<file path="src/rtl/brkx_uart_pkg.sv">
// Package: shared widths and frame configuration type for the transmitter.
// Assumes one start bit, a fixed data width and at most two stop bits.
package brkx_uart_pkg;
    localparam int DATA_W  = 8;
    localparam int OVS     = 16;
    localparam int FRM_MAX = DATA_W + 4;

    typedef struct packed {
        logic par_on;
        logic par_odd;
        logic stop2;
    } frm_cfg_t;
endpackage

</file>
<file path="src/rtl/brkx_os_count.sv">
// Oversample counter: counts tick pulses inside one frame bit and flags the
// pulse that ends the bit. Assumes clr dominates and zeroes the count.
module brkx_os_count #(
    parameter int OVS = 16,
    localparam int CW = $clog2(OVS)
) (
    input  logic clk,
    input  logic rst_n,
    input  logic clr,
    input  logic run,
    input  logic tick,
    output logic bit_end
);
    logic [CW-1:0] cnt;

    // Count ticks while a frame runs; wrap at the bit boundary.
    always_ff @(posedge clk) begin
        if (!rst_n || clr)
            cnt <= '0;
        else if (run && tick)
            cnt <= (cnt == CW'(OVS-1)) ? '0 : cnt + 1'b1;
    end

    // Flag the last tick of the current bit.
    always_comb bit_end = run && tick && !clr && (cnt == CW'(OVS-1));

    a_r11_clear_zero: assert property (@(posedge clk) disable iff (!rst_n)
        clr |=> (cnt == '0));
    a_r5_hold_idle: assert property (@(posedge clk) disable iff (!rst_n)
        (!run && !clr) |=> $stable(cnt));
endmodule

</file>
<file path="src/rtl/brkx_frame_shift.sv">
// Frame shifter: builds the start/data/parity/stop vector when a byte is
// loaded and steps it out LSB first, one bit per bit_end. Assumes en low
// is a synchronous clear that wins over load and bit_end.
module brkx_frame_shift
    import brkx_uart_pkg::*;
#(
    parameter int DW = DATA_W,
    localparam int FW = DW + 4,
    localparam int LW = $clog2(FW + 1)
) (
    input  logic          clk,
    input  logic          rst_n,
    input  logic          en,
    input  logic          load,
    input  logic [DW-1:0] dat,
    input  frm_cfg_t      cfg,
    input  logic          bit_end,
    output logic          busy,
    output logic          line_bit
);
    logic [FW-1:0] sh;
    logic [LW-1:0] left;
    logic [FW-1:0] frm;
    logic [LW-1:0] frm_len;
    logic          par_bit;

    // Assemble the frame to be sent from the offered byte and settings.
    always_comb begin
        par_bit = (^dat) ^ cfg.par_odd;
        frm     = '1;
        frm[0]  = 1'b0;
        frm[DW:1] = dat;
        if (cfg.par_on)
            frm[DW+1] = par_bit;
        frm_len = LW'(DW + 2) + LW'(cfg.par_on) + LW'(cfg.stop2);
    end

    // Load, shift and count down the bits of the frame in flight.
    always_ff @(posedge clk) begin
        if (!rst_n || !en) begin
            sh   <= '1;
            left <= '0;
            busy <= 1'b0;
        end else if (load) begin
            sh   <= frm;
            left <= frm_len;
            busy <= 1'b1;
        end else if (busy && bit_end) begin
            sh   <= {1'b1, sh[FW-1:1]};
            left <= left - 1'b1;
            busy <= (left != LW'(1));
        end
    end

    // Present the current frame bit, mark when idle.
    always_comb line_bit = busy ? sh[0] : 1'b1;

    a_r9_abort: assert property (@(posedge clk) disable iff (!rst_n)
        !en |=> !busy);
    a_r4_start_low: assert property (@(posedge clk) disable iff (!rst_n)
        $rose(busy) |-> !line_bit);
    a_r7_last_is_stop: assert property (@(posedge clk) disable iff (!rst_n)
        (busy && left == LW'(1)) |-> line_bit);
    a_r8_no_reload: assert property (@(posedge clk) disable iff (!rst_n)
        busy |-> !load);
endmodule

</file>
<file path="src/rtl/brkx_pin_mux.sv">
// Pin mux: hands the line to the transmitter while enabled, otherwise to
// the port level and direction bits. Purely combinational.
module brkx_pin_mux (
    input  logic xmit_on,
    input  logic tx_bit,
    input  logic gp_dir,
    input  logic gp_level,
    output logic line_o,
    output logic line_oe
);
    // Select the owner of the line.
    always_comb begin
        line_o  = xmit_on ? tx_bit : gp_level;
        line_oe = xmit_on ? 1'b1   : gp_dir;
    end
endmodule

</file>
<file path="src/rtl/brkx_uart_tx.sv">
// Top: serial transmitter with port override of the line. Takes a byte
// through a valid/ready handshake only while enabled and idle. Assumes
// os_tick is a single-cycle pulse at 16x the bit rate.
module brkx_uart_tx
    import brkx_uart_pkg::*;
(
    input  logic              clk,
    input  logic              rst_n,
    input  logic              xmit_on,
    input  logic              gp_dir,
    input  logic              gp_level,
    input  logic              os_tick,
    input  logic              par_on,
    input  logic              par_odd,
    input  logic              stop2,
    input  logic              byte_vld,
    input  logic [DATA_W-1:0] byte_dat,
    output logic              byte_rdy,
    output logic              line_o,
    output logic              line_oe
);
    logic     busy;
    logic     load;
    logic     bit_end;
    logic     tx_bit;
    frm_cfg_t cfg;

    // Handshake and configuration bundling.
    always_comb begin
        byte_rdy = xmit_on && !busy;
        load     = byte_vld && byte_rdy;
        cfg      = '{par_on: par_on, par_odd: par_odd, stop2: stop2};
    end

    brkx_os_count #(.OVS(OVS)) u_cnt (
        .clk(clk), .rst_n(rst_n), .clr(!xmit_on || load), .run(busy),
        .tick(os_tick), .bit_end(bit_end)
    );

    brkx_frame_shift #(.DW(DATA_W)) u_shift (
        .clk(clk), .rst_n(rst_n), .en(xmit_on), .load(load), .dat(byte_dat),
        .cfg(cfg), .bit_end(bit_end), .busy(busy), .line_bit(tx_bit)
    );

    brkx_pin_mux u_mux (
        .xmit_on(xmit_on), .tx_bit(tx_bit), .gp_dir(gp_dir),
        .gp_level(gp_level), .line_o(line_o), .line_oe(line_oe)
    );

    a_r3_no_ready_off: assert property (@(posedge clk) disable iff (!rst_n)
        !xmit_on |-> !byte_rdy);
    a_r2_idle_mark: assert property (@(posedge clk) disable iff (!rst_n)
        (xmit_on && !busy) |-> (line_o && line_oe));
    a_r1_port_follow: assert property (@(posedge clk) disable iff (!rst_n)
        !xmit_on |-> (line_o == gp_level && line_oe == gp_dir));
endmodule

</file>
<file path="config.mk">
export PLATFORM = sky130hd
export DESIGN_NAME = brkx_uart_tx
export DESIGN_NICKNAME = d
export VERILOG_FILES = /design/src/rtl/brkx_uart_pkg.sv /design/src/rtl/brkx_os_count.sv /design/src/rtl/brkx_frame_shift.sv /design/src/rtl/brkx_pin_mux.sv /design/src/rtl/brkx_uart_tx.sv
export SDC_FILE = /design/constraint.sdc
export NUM_CORES = 1
export LEC_CHECK = 0
export BUFFER_PORTS_ARGS = -buffer_cell sky130_fd_sc_hd__buf_4
export CAP_MARGIN = 40
export CORE_AREA = 2 2 52 54
export DETAILED_ROUTE_END_ITERATION = 7
export DIE_AREA = 0 0 54 56
export PLACE_DENSITY = 0.68
export SLEW_MARGIN = 10
export SYNTH_ARGS = -nofsm -noshare
export SYNTH_HDL_FRONTEND = slang
export SYNTH_HIERARCHICAL = 1
export SYNTH_SLANG_ARGS = --single-unit
</file>
<file path="constraint.sdc">
create_clock -name clk -period 1.8 [get_ports clk]
set_input_delay 0.45 -clock clk [delete_from_list [all_inputs] [get_ports clk]]
set_output_delay 0.45 -clock clk [all_outputs]
set_load 0.05 [all_outputs]
</file>
Word-level counts from Yosys, hierarchy flattened
Cells that the tools add are included.
Word-level totals
  output and inout bits: 3
  logic and storage cells: 37
  register bits after elaboration: 19
Operators by class
  mux-type cells: 11
  reductions and logical operators: 15
  bitwise gates (word level): 1
  $add $sub $neg: 4
  equality and inequality tests: 2
Operators with widths (count)
  10-bit 2-to-1 mux: 2
  4-bit 2-to-1 mux: 3
  8-bit parity: 1
  1-bit logical AND: 6
  1-bit 2-to-1 mux: 6
  4-bit by 1-bit adder with 4-bit output: 1
  4-bit by 1-bit adder with 4-bit output, first input constant: 1
  4-bit by 1-bit adder with 4-bit output, second input constant: 1
  4-bit equality test, second input constant: 1
  1-bit logical NOT: 4
  4-bit by 1-bit != test with 1-bit output, second input constant: 1
  4-bit by 1-bit subtractor with 4-bit output, second input constant: 1
  1-bit logical OR: 3
  2-bit nonzero test: 1
  1-bit XOR: 1

Logic depth before layout (Yosys ltp)
Gate-level depths: netlist of the first run.
  word-level depth: 10
  gate-level depth with buffers: 8
  depth with buffers taken out: 7

Cells and area by module
Netlist of the first run, hierarchy kept.
Modules (own cells, without submodules)
  brkx_frame_shift: instances 1, cells each 84, area each 820.8 um2, sequential area each 300.3 um2
  brkx_os_count: instances 1, cells each 24, area each 191.4 um2, sequential area each 80.1 um2
  brkx_uart_tx: instances 1, cells each 4, area each 28.8 um2, sequential area each 0.0 um2
  brkx_pin_mux: instances 1, cells each 2, area each 21.3 um2, sequential area each 0.0 um2

Least setup slack after synthesis of the first run
Ideal clock, no wire load.
  path kind: input -> register
  start point: in xmit_on
  end point: reg u_shift.sh[9]
  slack: -0.206 ns
  required time: 1.684 ns
  cell stages on the path: 6
  buffers on the path: 1
  arrival time: 1.890 ns
  cells stage by stage: nor2b_4 > and2_1 > clkbuf_1 > and3_1 > or3b_1 > and3_1
Between the ends
  word-level cells in the longest chain between the ends: 8
  elaborated cells between the ends (all ways): 11
  classes of those cells: mux (1); reduce/logical (10)
RTL lines
  from (decl): RTL line brkx_uart_tx.sv:9  | input logic xmit_on,
  1-bit logical AND (*): RTL line brkx_uart_tx.sv:30  | byte_rdy = xmit_on && !busy;
  1-bit logical AND (*): RTL line brkx_uart_tx.sv:31  | load = byte_vld && byte_rdy;
  named net load: RTL line brkx_uart_tx.sv:23  | logic load;
  1-bit logical OR: RTL line brkx_uart_tx.sv:36  | .clk(clk), .rst_n(rst_n), .clr(!xmit_on || load), .run(busy),
  1-bit logical NOT: RTL line brkx_os_count.sv:25  | always_comb bit_end = run && tick && !clr && (cnt == CW'(OVS-1));
  1-bit logical AND (2 in a row): RTL line brkx_os_count.sv:25
  1-bit logical AND: RTL line brkx_frame_shift.sv:48  | end else if (busy && bit_end) begin
  2-bit nonzero test (no source line)
  to (signal assigned): RTL line brkx_frame_shift.sv:45  | sh <= frm;
  to (signal assigned): RTL line brkx_frame_shift.sv:49  | sh <= {1'b1, sh[FW-1:1]};
  to (decl): RTL line brkx_frame_shift.sv:21  | logic [FW-1:0] sh;
The timed path passes the listed nets; every way through them passes the cells marked *.
A chain may end at the register's enable or synchronous reset.

Worst setup path in the final report of the first run
  start point: reg u_shift.busy
  end point: out line_o
Between the ends
  word-level cells in the longest chain between the ends: 2
RTL lines
  from (decl): RTL line brkx_frame_shift.sv:18  | output logic busy,
  from (signal assigned): RTL line brkx_frame_shift.sv:51  | busy <= (left != LW'(1));
  1-bit 2-to-1 mux: RTL line brkx_frame_shift.sv:56  | always_comb line_bit = busy ? sh[0] : 1'b1;
  named net tx_bit: RTL line brkx_uart_tx.sv:25  | logic tx_bit;
  1-bit 2-to-1 mux: RTL line brkx_pin_mux.sv:13  | line_o = xmit_on ? tx_bit : gp_level;
  to (decl): RTL line brkx_uart_tx.sv:19  | output logic line_o,
The timed path passes the listed nets, and every way through them passes these cells.

==> reports/qor.yml, run 1 <==
logic_synthesis:
  syn_inst: 114
  ys_types: 31
  synth_simple_gate_area_frac: 0.211
  synth.ff_latch_count: 19
  synth_fa_ha_area_frac: 0.0471
  synth-seq-area-share: 0.358
  yosys.area.top_type_share: 0.358
  yosys-mux-area-fraction: 0.184
  synth_enable_flop_cells: 0
  synth_fp_nets: 136
  compound_gate_portion_of_the_synthesized_area: 0.0718
  asyncSetResetFlopFracSynth: 0
  synth_xor_area_frac: 0.102
  yosysTopAreaCell: "sky130_fd_sc_hd__dfxtp_1"
  post_synth_instance_area_sq_um: 1060
  ys_warn_count: 6
  synthesis.area_per_instance_sq_um: 9.32
  synth_flop_cell: "sky130_fd_sc_hd__dfxtp_1"
  synth.top_cells.by_area: "sky130_fd_sc_hd__dfxtp_1 (36%), sky130_fd_sc_hd__mux2i_1 (8.5%), sky130_fd_sc_hd__mux2_2 (8.5%)"
  netlist_top_cells_count: "sky130_fd_sc_hd__dfxtp_1 (19), sky130_fd_sc_hd__nand2_1 (16), sky130_fd_sc_hd__mux2i_1 (9)"
  synth_top_family_by_area: "simple AND/OR/NAND/NOR gates"
  synth.most_common_cell: "sky130_fd_sc_hd__dfxtp_1"
sta:
  max_freq_ghz: 0.584
  grt_setup_unrepaired: "yes"
  holdWs_ns: 0.367
  final.min_clock_period_ns: 1.71
  worstMarginPinSlew_ns: 0.292
  slew_headroom: 0.804
  timing.final.hold_violations: 0
  final_min_period_over_clock_period: 0.951
  setup-violations-final: 0
  finClkSkew_ns: 0.00394
  maxSlewViolCount: 0
final_layout:
  final_nets: 174
  finalNonFillerCells: 181
  syn_to_final_growth_pct: 34.6
  antenna_cells: 0
  finalInstanceArea_sq_um: 1430
  final_layout_size_suffix_gt1_frac: 0.404
route:
  route.final.wire_length_mm: 2.21
  drtIter0Drc: 3
  mean_routed_wirelength_per_cell_um: 12.2
  avgViaCountPerCell: 4.99
  dr_total_vias: 904
  firstDrtPassIters: 3
  drc: 0
  drt.antenna.violating_nets: 0
worst_setup_path:
  ws_path_type: "reg -> out"
  arrival_ns: 1.26
  timing.critical_path.required_ns: 1.35
  worstSetupStartpointType: "register"
  worstSetupEndpointType: "output port"
  critical_path.max_fanout: 6
die:
  num_io_pins: 21
  rows: 18
  die_width_um: 54
  die_area_sq_um: 3020
  core_region_area_sq_um: 2430
  fp.dieH_um: 56
  initial_core_util: 0.437
power_and_ir_drop:
  power.clock.fraction: 0.276
  intPower_mw: 0.603
  power.density_nw_per_um2: 575
  ir_worst_vdd_mv: 0.478
  switching_share: 0.267
  power.net_switching_mw: 0.220
  power.total_mw: 0.823
  power_frac_seq: 0.529
  p_leak_nw: 0.581
  pwr-share-comb: 0.195
place:
  placed_cells: 176
  buffer_ports.inserted: 20
  gp_congestion: 0.789
  placed_area_sq_um: 1370
  dp_hpwl_mm: 1.70
global_routing:
  antenna_found_initial: 0
  track_usage: 0.166
  first_global_vias: 850
  grt_remaining_overflow: 0
  grt_pass1_wl_mm: 3.62
  grt_start_max_net_pins: 13
cts:
  cts_htree_levels: 1
  worstSkewPairLatency_ns: 0.31
  cts.path.max_buffers: 2
  tritoncts_sink_count: 19
  cts_hold_buffers: 0
  worst_setup_hold_path_clk_slew_ns: 0.11
  postCtsSetupBuffers: 0
  ctsRootBufferMaster: "sky130_fd_sc_hd__clkbuf_4"
  cts_buffers: 3
  cts_tree: "yes"
outcome:
  status: "completed"
job:
  max_cap_violations: 0
worst_hold_path:
  class_of_the_tightest_hold_or_removal_check: "in -> reg"
[power groups by stage]
stage	combinational [mW]	sequential (mW)	clock (mW)
2_1_floorplan	0.0935	0.445	0
3_5_place_dp	0.160	0.445	0
3_3_place_gp	0.156	0.445	0
4_1_cts	0.161	0.436	0.237
6_report	0.161	0.435	0.227
5_1_grt	0.174	0.436	0.255
[worst paths after layout]
check	from	endpoint	slack, ns	cells after the start
worst max register to register	u_cnt/cnt[0]	u_shift/sh[6]	0.09	7
worst max-delay path	u_shift/busy	line_o	0.09	4
worst min register to register	u_cnt/cnt[3]	u_cnt/cnt[3]	0.51	2
worst min-delay path	byte_dat[2]	u_shift/sh[3]	0.37	3
[placed cells by master, fill, tap and decap left out, types with 2 or more instances in the layout]
cell                       instances
sky130_fd_sc_hd__clkbuf_4          3
sky130_fd_sc_hd__mux2_2            8
sky130_fd_sc_hd__buf_4            34
sky130_fd_sc_hd__ha_1              3
sky130_fd_sc_hd__dfxtp_1          16
sky130_fd_sc_hd__a21oi_1           6
sky130_fd_sc_hd__inv_1             3
sky130_fd_sc_hd__nand2b_1          3
sky130_fd_sc_hd__buf_6             2
sky130_fd_sc_hd__and2_4            2
sky130_fd_sc_hd__and2_1            2
sky130_fd_sc_hd__o21ai_0           4
sky130_fd_sc_hd__nor2_1            4
sky130_fd_sc_hd__xor2_1            2
sky130_fd_sc_hd__mux2i_1           9
sky130_fd_sc_hd__nand2_1          16
sky130_fd_sc_hd__dfxtp_2           2
sky130_fd_sc_hd__or3b_1            2
sky130_fd_sc_hd__nand3_1           5
sky130_fd_sc_hd__xnor2_1           6
[logic make-up after synthesis]
logic type               Yosys count
flip-flops                        19
multiplexers                      18
adder cells (fa/ha/maj)            4
AO/OA/AOI/OAI                     13
XOR/XNOR                          10
buffers and inverters              7
AND/OR/NAND/NOR                   43
[critical path, stage by stage (launching register included)]
cell and delay, ns:
sky130_fd_sc_hd__dfxtp_4 0.38, sky130_fd_sc_hd__buf_6 0.12, sky130_fd_sc_hd__nand2b_1 0.05, sky130_fd_sc_hd__mux2_4 0.26
sky130_fd_sc_hd__buf_6 0.15
[repair_timing]
| action | in CTS | in global routing |
|---|---|---|
| gates resized for setup | 2 | 8 |
| setup endpoints to repair | 11 | 12 |
| pin swaps | 0 | 2 |
| endpoints found under the hold margin | 0 | 0 |
| cloned | 0 | 1 |
[registers in the layout (all words and copies together) (netlist names)]
signal,flops
u_shift/busy,1
u_shift/sh,10
u_cnt/cnt,4
u_shift/left,4
[stage by stage]
step	util	setup TNS, ns	setup WS [ns]
floorplan	-	-0.236	-0.0435
global placement	0.562	-2.07	-0.215
detailed placement	0.562	-2.76	-0.275
CTS	0.574	0	0.0161
global route	0.588	-0.0115	-0.0115
finish	0.588	0	0.0877
[layout make-up]
type / instances / area, sq um
Fill cell: 222 / 1000
Multi-Input combinational cell: 89 / 691
Sequential cell: 19 / 387
Timing Repair Buffer: 36 / 278
Tap cell: 30 / 37.5
Clock buffer: 4 / 26.3
Inverter: 3 / 11.3
[layer usage]
metal	vias up	wire length, um	global-route usage
li1	467	-	-
met4	0	40	0.0750
met2	14	1080	0.256
met3	5	69	0.0484
met1	418	1020	0.208
met5	-	0	0
Note: power is estimated with default switching activity, not from simulation.
==> run 2: changes to the inputs <==
- PLACE_DENSITY: 0.68 -> 0.66
- SYNTH_HIERARCHICAL: 1 -> not set
- clock period: 1.8 -> 1.9 ns (I/O delays scaled with it)
==> run 2 against run 1 <==
Total power decreased by 8.3%. Routed wire length up 1.9%. Combinational power is 14% lower. Via count increased by 3.9%. Critical path type is now reg -> reg. Die area did not move.
==> reports/qor.yml, run 2 <==
outcome:
  status: "completed"
die:
  num_io_pins: 21  # unchanged
  die_area_sq_um: 3020  # unchanged
  fp.dieH_um: 56  # unchanged
  rows: 18  # unchanged
  core_region_area_sq_um: 2430  # unchanged
  initial_core_util: 0.444  # +0.00720
  die_width_um: 54  # unchanged
final_layout:
  antenna_cells: 0  # unchanged
  largestRegisters: "u_shift.sh: 10 flops, u_cnt.cnt: 4 flops, u_shift.left: 4 flops"
  filler_cell_count: 228  # +2.7%
  max_reg_flops: 10  # unchanged
  finalNonFillerCells: 178  # -1.7%
  mostFrequentLayoutCells: "sky130_fd_sc_hd__nor2_1 (22), sky130_fd_sc_hd__buf_4 (22), sky130_fd_sc_hd__dfxtp_1 (19)"
  finalInstanceArea_sq_um: 1260  # -12%
  final_nets: 171  # -1.7%
  largest-register: "u_shift.sh"
  final_layout_size_suffix_gt1_frac: 0.209  # -0.195
  syn_to_final_growth_pct: 17.0
cts:
  worst_setup_hold_path_clk_slew_ns: 0.10  # about the same
  tritoncts_sink_count: 19  # unchanged
  cts_htree_levels: 1  # unchanged
  cts_tree: "yes"
  cts_hold_buffers: 0  # unchanged
  cts_buffers: 3  # unchanged
  ctsRootBufferMaster: "sky130_fd_sc_hd__clkbuf_4"
  cts_resized: 0  # -2
  worstSkewPairLatency_ns: 0.29  # -0.02 ns
  postCtsSetupBuffers: 0  # unchanged
  cts.path.max_buffers: 2  # unchanged
sta:
  final.min_clock_period_ns: 1.71
  timing.final.hold_violations: 0  # unchanged
  grt_setup_unrepaired: "no"
  setup-violations-final: 0  # unchanged
  holdWs_ns: 0.445  # +0.0785 ns
  maxSlewViolCount: 0  # unchanged
  final.setup.tns_ns: 0  # unchanged
  final_min_period_over_clock_period: 0.902
  finClkSkew_ns: 0.00155  # -0.00239 ns
  max_freq_ghz: 0.583
  slew_headroom: 0.683  # -0.120
  worstMarginPinSlew_ns: 0.475  # +0.183 ns
worst_setup_path:
  timing.rr.start: "u_cnt.cnt[0]"
  ws_path_type: "reg -> reg"
  critPathLaunch: "u_cnt.cnt[0]"
  arrival_ns: 1.93  # +0.67 ns
  timing.critical_path.slowest_cell_delay_ns: 0.44  # +0.06 ns
  cp_num_cells: 5  # +1
  cp-endpoint: "u_shift.left[2]"
  worstSetupStartpointType: "register"
  critical_path.max_fanout: 11  # +5
  critical_path.n_buffers_inverters: 0  # -2
  timing.critical_path.cells: "ha_1 -> and3_1 -> nand3_1 -> xor2_1 -> a211oi_1"
  worst_path_dominant_cell_family: "adder cells"
  worstSetupEndpointType: "register"
  timing.critical_path.required_ns: 2.12  # +0.77 ns
  r2r-end: "u_shift.left[2]"
  timing.reg2reg.setup_slack_ns: 0.19  # +0.10 ns
  critical-path-slowest-cell: "sky130_fd_sc_hd__ha_1"
  reg2regPathDepth: 5  # -2
logic_synthesis:
  yosys.area.top_type_share: 0.352  # -0.00581
  synthesis.area_per_instance_sq_um: 8.37  # -10%
  synth.ff_latch_count: 19  # unchanged
  compound_gate_portion_of_the_synthesized_area: 0.174  # +0.102
  ys_warn_count: 0  # -6
  synth.top_cells.by_area: "sky130_fd_sc_hd__dfxtp_1 (35%), sky130_fd_sc_hd__nor2_1 (7.6%), sky130_fd_sc_hd__nand3_1 (7.0%)"
  netlist_top_cells_count: "sky130_fd_sc_hd__nor2_1 (22), sky130_fd_sc_hd__dfxtp_1 (19), sky130_fd_sc_hd__nand3_1 (15)"
  synth_xor_area_frac: 0.118  # +0.0157
  synth_top_family_by_area: "simple AND/OR/NAND/NOR gates"
  synth_fp_nets: 151  # +11%
  yosysTopAreaCell: "sky130_fd_sc_hd__dfxtp_1"
  synth_flop_cell: "sky130_fd_sc_hd__dfxtp_1"
  synth-seq-area-share: 0.352  # -0.00581
  synth_enable_flop_cells: 0  # unchanged
  synth.most_common_cell: "sky130_fd_sc_hd__nor2_1"
  synth_fa_ha_area_frac: 0.0463  # -0.000764
  synth_simple_gate_area_frac: 0.244  # +0.0337
  post_synth_instance_area_sq_um: 1080  # +1.6%
  asyncSetResetFlopFracSynth: 0  # unchanged
  syn_inst: 129  # +13%
  yosys-mux-area-fraction: 0.00927  # -0.174
  ys_types: 32  # +3.2%
route:
  drt.antenna.violating_nets: 0  # unchanged
  dr_total_vias: 939  # +3.9%
  route.final.wire_length_mm: 2.25  # +1.9%
  mean_routed_wirelength_per_cell_um: 12.7  # +3.6%
  drtIter0Drc: 15  # +12
  avgViaCountPerCell: 5.28  # +5.6%
  firstDrtPassIters: 4  # +1
  drc: 0  # unchanged
power_and_ir_drop:
  p_leak_nw: 0.486  # -16%
  power.total_mw: 0.755  # -8.3%
  power.density_nw_per_um2: 597  # +3.8%
  ir_worst_vdd_mv: 0.400  # -16%
global_routing:
  antenna_found_initial: 0  # unchanged
  grt_start_max_net_pins: 14  # +1
  track_usage: 0.171  # +0.00550
  grt_pass1_wl_mm: 3.97  # +9.7%
  grt_remaining_overflow: 0  # unchanged
  first_global_vias: 938  # +10%
place:
  gp_congestion: 0.801  # +1.5%
  placed_cells: 174  # -1.1%
  dp_hpwl_mm: 1.71  # +0.50%
  placed_area_sq_um: 1240  # -9.5%
  buffer_ports.inserted: 20  # unchanged
worst_hold_path:
  class_of_the_tightest_hold_or_removal_check: "in -> reg"
job:
  max_cap_violations: 0  # unchanged
-- run 2: cell types whose count changed in the layout (fill, tap and decap cells not counted), sizes merged, moves of 4 or more --
cell / before / now
mux2: 9 / 0
buf: 36 / 22
nand3: 6 / 16
mux2i: 9 / 1
nor2: 4 / 22
a211oi: 0 / 10
o21ai: 4 / 10
nand2: 16 / 4
xor2: 2 / 6
-- run 2: cell families after synthesis --
group,after synthesis
AOI/OAI and AO/OA,28
xor gates and xnor gates,13
adders and majority gates,4
buffers and inverters,11
DFF,19
muxes,1
and+or+nand+nor,53
-- run 2: cell type report --
type                    count  area, sq um  share of cell area
multi-input cells          99          639               0.506
clock buffers               4         26.3              0.0208
inverters                   4         15.0              0.0119
well taps                  30         37.5              0.0297
repair buffers             22          165               0.131
flip-flops and latches     19          380               0.301
-- run 2: how the worst min path moves through the flow --
stage | startpoint | to | slack, ns | depth (start not counted)
after global routing | byte_dat[3] | u_shift.sh[4] | 0.45 | 3
after detailed placement | u_shift.sh[9] | u_shift.sh[9] | 0.48 | 1
after CTS | byte_dat[5] | u_shift.sh[6] | 0.44 | 3
after floorplan | u_cnt.cnt[1] | u_cnt.cnt[1] | 0.45 | 2
after global placement | u_cnt.cnt[1] | u_cnt.cnt[1] | 0.47 | 2
final | byte_dat[6] | u_shift.sh[7] | 0.45 | 3
-- run 2: report_power, final --
group | switching, mW | internal (mW)
Sequential | 0.00615 | 0.407
Combinational | 0.0684 | 0.0701
Clock | 0.121 | 0.0817
Total | 0.195 | 0.559
-- run 2: metal layers --
metal | vias up | GRT usage | wire length, um
met4 | 0 | 0.0321 | 13
met3 | 2 | 0.0511 | 105
li1 | 487 | - | -
met5 | - | 0 | 0
met2 | 16 | 0.263 | 1050
met1 | 434 | 0.236 | 1090
-- run 2: tightest hold or removal path: stages --
cell and delay, ns:
sky130_fd_sc_hd__buf_4 0.09, sky130_fd_sc_hd__nor2_1 0.04, sky130_fd_sc_hd__o21ai_1 0.10
-- run 2: per-stage QoR --
stage	utilization	setup slack [ns]
2_1_floorplan	-	0.116
3_3_place_gp	0.509	0.227
3_5_place_dp	0.509	0.208
4_1_cts	0.520	0.181
5_1_grt	0.520	0.0520
6_report	0.520	0.185
==> run 3: changes to the inputs <==
- RECOVER_POWER: not set -> 50
==> run 3 against run 2 <==
Total power decreased by 0.38%. Register-to-register slack about the same. Fmax fell by 4.2%. Hold slack is essentially flat. Critical path type is now reg -> out. Flip-flop and latch count unchanged. Global-route usage did not move. Sequential share of layout area grew 0.27 points. Cell area is 0.89% lower. Largest power group unchanged. Final cell count is the same. Die area stayed put. Setup slack got worse by 0.075 ns.
==> reports/qor.yml, run 3 (synthesis gave the netlist of run 2 again) <==
outcome:
  status: "completed"
final_layout:
  mostFrequentLayoutCell: "sky130_fd_sc_hd__nor2_1"
  largestRegisters: "u_shift.sh: 10 flops, u_cnt.cnt: 4 flops, u_shift.left: 4 flops"
  finalNonFillerCells: 178  # unchanged
  syn_to_final_growth_pct: 16.0
  antenna_cells: 0  # unchanged
  final_nets: 171  # unchanged
  largest-register: "u_shift.sh"
  final_layout_size_suffix_gt1_frac: 0.196  # -0.0135
  max_reg_flops: 10  # unchanged
  mostFrequentLayoutCells: "sky130_fd_sc_hd__nor2_1 (22), sky130_fd_sc_hd__buf_4 (19), sky130_fd_sc_hd__dfxtp_1 (19)"
sta:
  finalWorstSetupSlack_ns: 0.111  # -0.0746 ns
  final.min_clock_period_ns: 1.79  # +0.0746 ns
  timing.final.hold_violations: 0  # unchanged
  slew_headroom: 0.683  # about the same
  grt_setup_unrepaired: "no"
  max_freq_ghz: 0.559  # -4.2%
  finClkSkew_ns: 0.00157  # +0.0000254 ns
  worstMarginPinSlew_ns: 0.475  # +0.000213 ns
  final.setup.tns_ns: 0  # unchanged
  setup-violations-final: 0  # unchanged
  maxSlewViolCount: 0  # unchanged
  final_min_period_over_clock_period: 0.942  # +0.0393
route:
  avgViaCountPerCell: 5.28  # unchanged
  mean_routed_wirelength_per_cell_um: 12.6  # -0.36%
  drtIter0Drc: 16  # +1
  drc: 0  # unchanged
  drt.antenna.violating_nets: 0  # unchanged
  route.final.wire_length_mm: 2.25  # -0.36%
  firstDrtPassIters: 4  # unchanged
  dr_total_vias: 939  # unchanged
power_and_ir_drop:
  power.density_nw_per_um2: 600  # +0.52%
  power.total_mw: 0.752  # -0.38%
  p_leak_nw: 0.479  # -1.4%
  ir_worst_vdd_mv: 0.400  # about the same
global_routing:
  grt_pass1_wl_mm: 3.97  # unchanged
  track_usage: 0.171  # unchanged
  first_global_vias: 938  # unchanged
  antenna_found_initial: 0  # unchanged
  grt_remaining_overflow: 0  # unchanged
  grt_start_max_net_pins: 14  # unchanged
worst_setup_path:
  ws_path_type: "reg -> out"
  worstSetupStartpointType: "register"
  timing.critical_path.required_ns: 1.42  # -0.70 ns
  arrival_ns: 1.31  # -0.62 ns
  critical_path.max_fanout: 8  # -3
  critPathLaunch: "u_shift.busy"
  worstSetupEndpointType: "output port"
  timing.rr.start: "u_cnt.cnt[0]"
job:
  max_cap_violations: 0  # unchanged
cts:
  postCtsSetupBuffers: 0  # unchanged
  worstSkewPairLatency_ns: 0.29  # about the same
  cts_tree: "yes"
  cts_htree_levels: 1  # unchanged
  ctsRootBufferMaster: "sky130_fd_sc_hd__clkbuf_4"
  tritoncts_sink_count: 19  # unchanged
  cts.path.max_buffers: 2  # unchanged
  worst_setup_hold_path_clk_slew_ns: 0.10  # about the same
  cts_hold_buffers: 0  # unchanged
  cts_buffers: 3  # unchanged
  cts_resized: 0  # unchanged
die:
  initial_core_util: 0.444  # unchanged
  core_region_area_sq_um: 2430  # unchanged
  rows: 18  # unchanged
  die_width_um: 54  # unchanged
  fp.dieH_um: 56  # unchanged
  num_io_pins: 21  # unchanged
  die_area_sq_um: 3020  # unchanged
place:
  placed_cells: 174  # unchanged
  buffer_ports.inserted: 20  # unchanged
  dp_hpwl_mm: 1.71  # unchanged
  gp_congestion: 0.801  # unchanged
  pre_cts_setup_slack_ns: 0.208  # unchanged
worst_hold_path:
  class_of_the_tightest_hold_or_removal_check: "in -> reg"
  worstHoldStart: "byte_dat[6]"
[run 3: cell count changes in the layout (fill, tap and decap cells not counted)]
cell	previous run	this run
sky130_fd_sc_hd__clkbuf_1	1	2
sky130_fd_sc_hd__nor2b_2	1	0
sky130_fd_sc_hd__clkbuf_2	0	1
sky130_fd_sc_hd__nor2b_1	0	1
sky130_fd_sc_hd__buf_2	0	1
sky130_fd_sc_hd__buf_4	22	19
[run 3: cell type report]
class | instances | area (sq um)
clock buffers | 4 | 26.3
repair buffers | 22 | 156
fillers | 232 | 1180
flip-flops and latches | 19 | 380
multi-input cells | 99 | 637
inverters | 4 | 15.0
well taps | 30 | 37.5
[run 3: path summary, 6_finish.rpt]
check	to	slack (ns)	cells past startpoint
max	byte_rdy	0.11	3
min	u_shift.sh[7]	0.45	3
max reg2reg	u_shift.left[2]	0.19	5
min reg2reg	u_cnt.cnt[1]	0.49	2
[run 3: worst max-delay path, cell delays in order, from the launching register on]
cell                       delay (ns)
sky130_fd_sc_hd__dfxtp_1         0.32
sky130_fd_sc_hd__clkbuf_1        0.17
sky130_fd_sc_hd__nor2b_1         0.23
sky130_fd_sc_hd__buf_2           0.30
[run 3: per-layer routing]
metal | global-route usage | vias to the layer above | part of all wire | wire [um]
li1 | - | 486 | - | -
met1 | 0.236 | 435 | 0.48 | 1080
met2 | 0.263 | 16 | 0.47 | 1050
met3 | 0.0511 | 2 | 0.047 | 105
met4 | 0.0321 | 0 | 0.0058 | 13
met5 | 0 | - | 0 | 0
[run 3: where the power goes]
group          switching (mW)  internal (mW)
Sequential            0.00613          0.407
Clock                   0.121         0.0817
Combinational          0.0681         0.0676
[run 3: per-stage QoR]
step / util / instance area, sq um / hold slack, ns
final: 0.515 / 1250 / 0.445
after global routing: 0.515 / 1250 / 0.450
after CTS: 0.520 / 1260 / 0.438
after detailed placement: 0.509 / 1240 / 0.477
after global placement: 0.509 / 1240 / 0.473
after floorplan: - / 1080 / 0.454
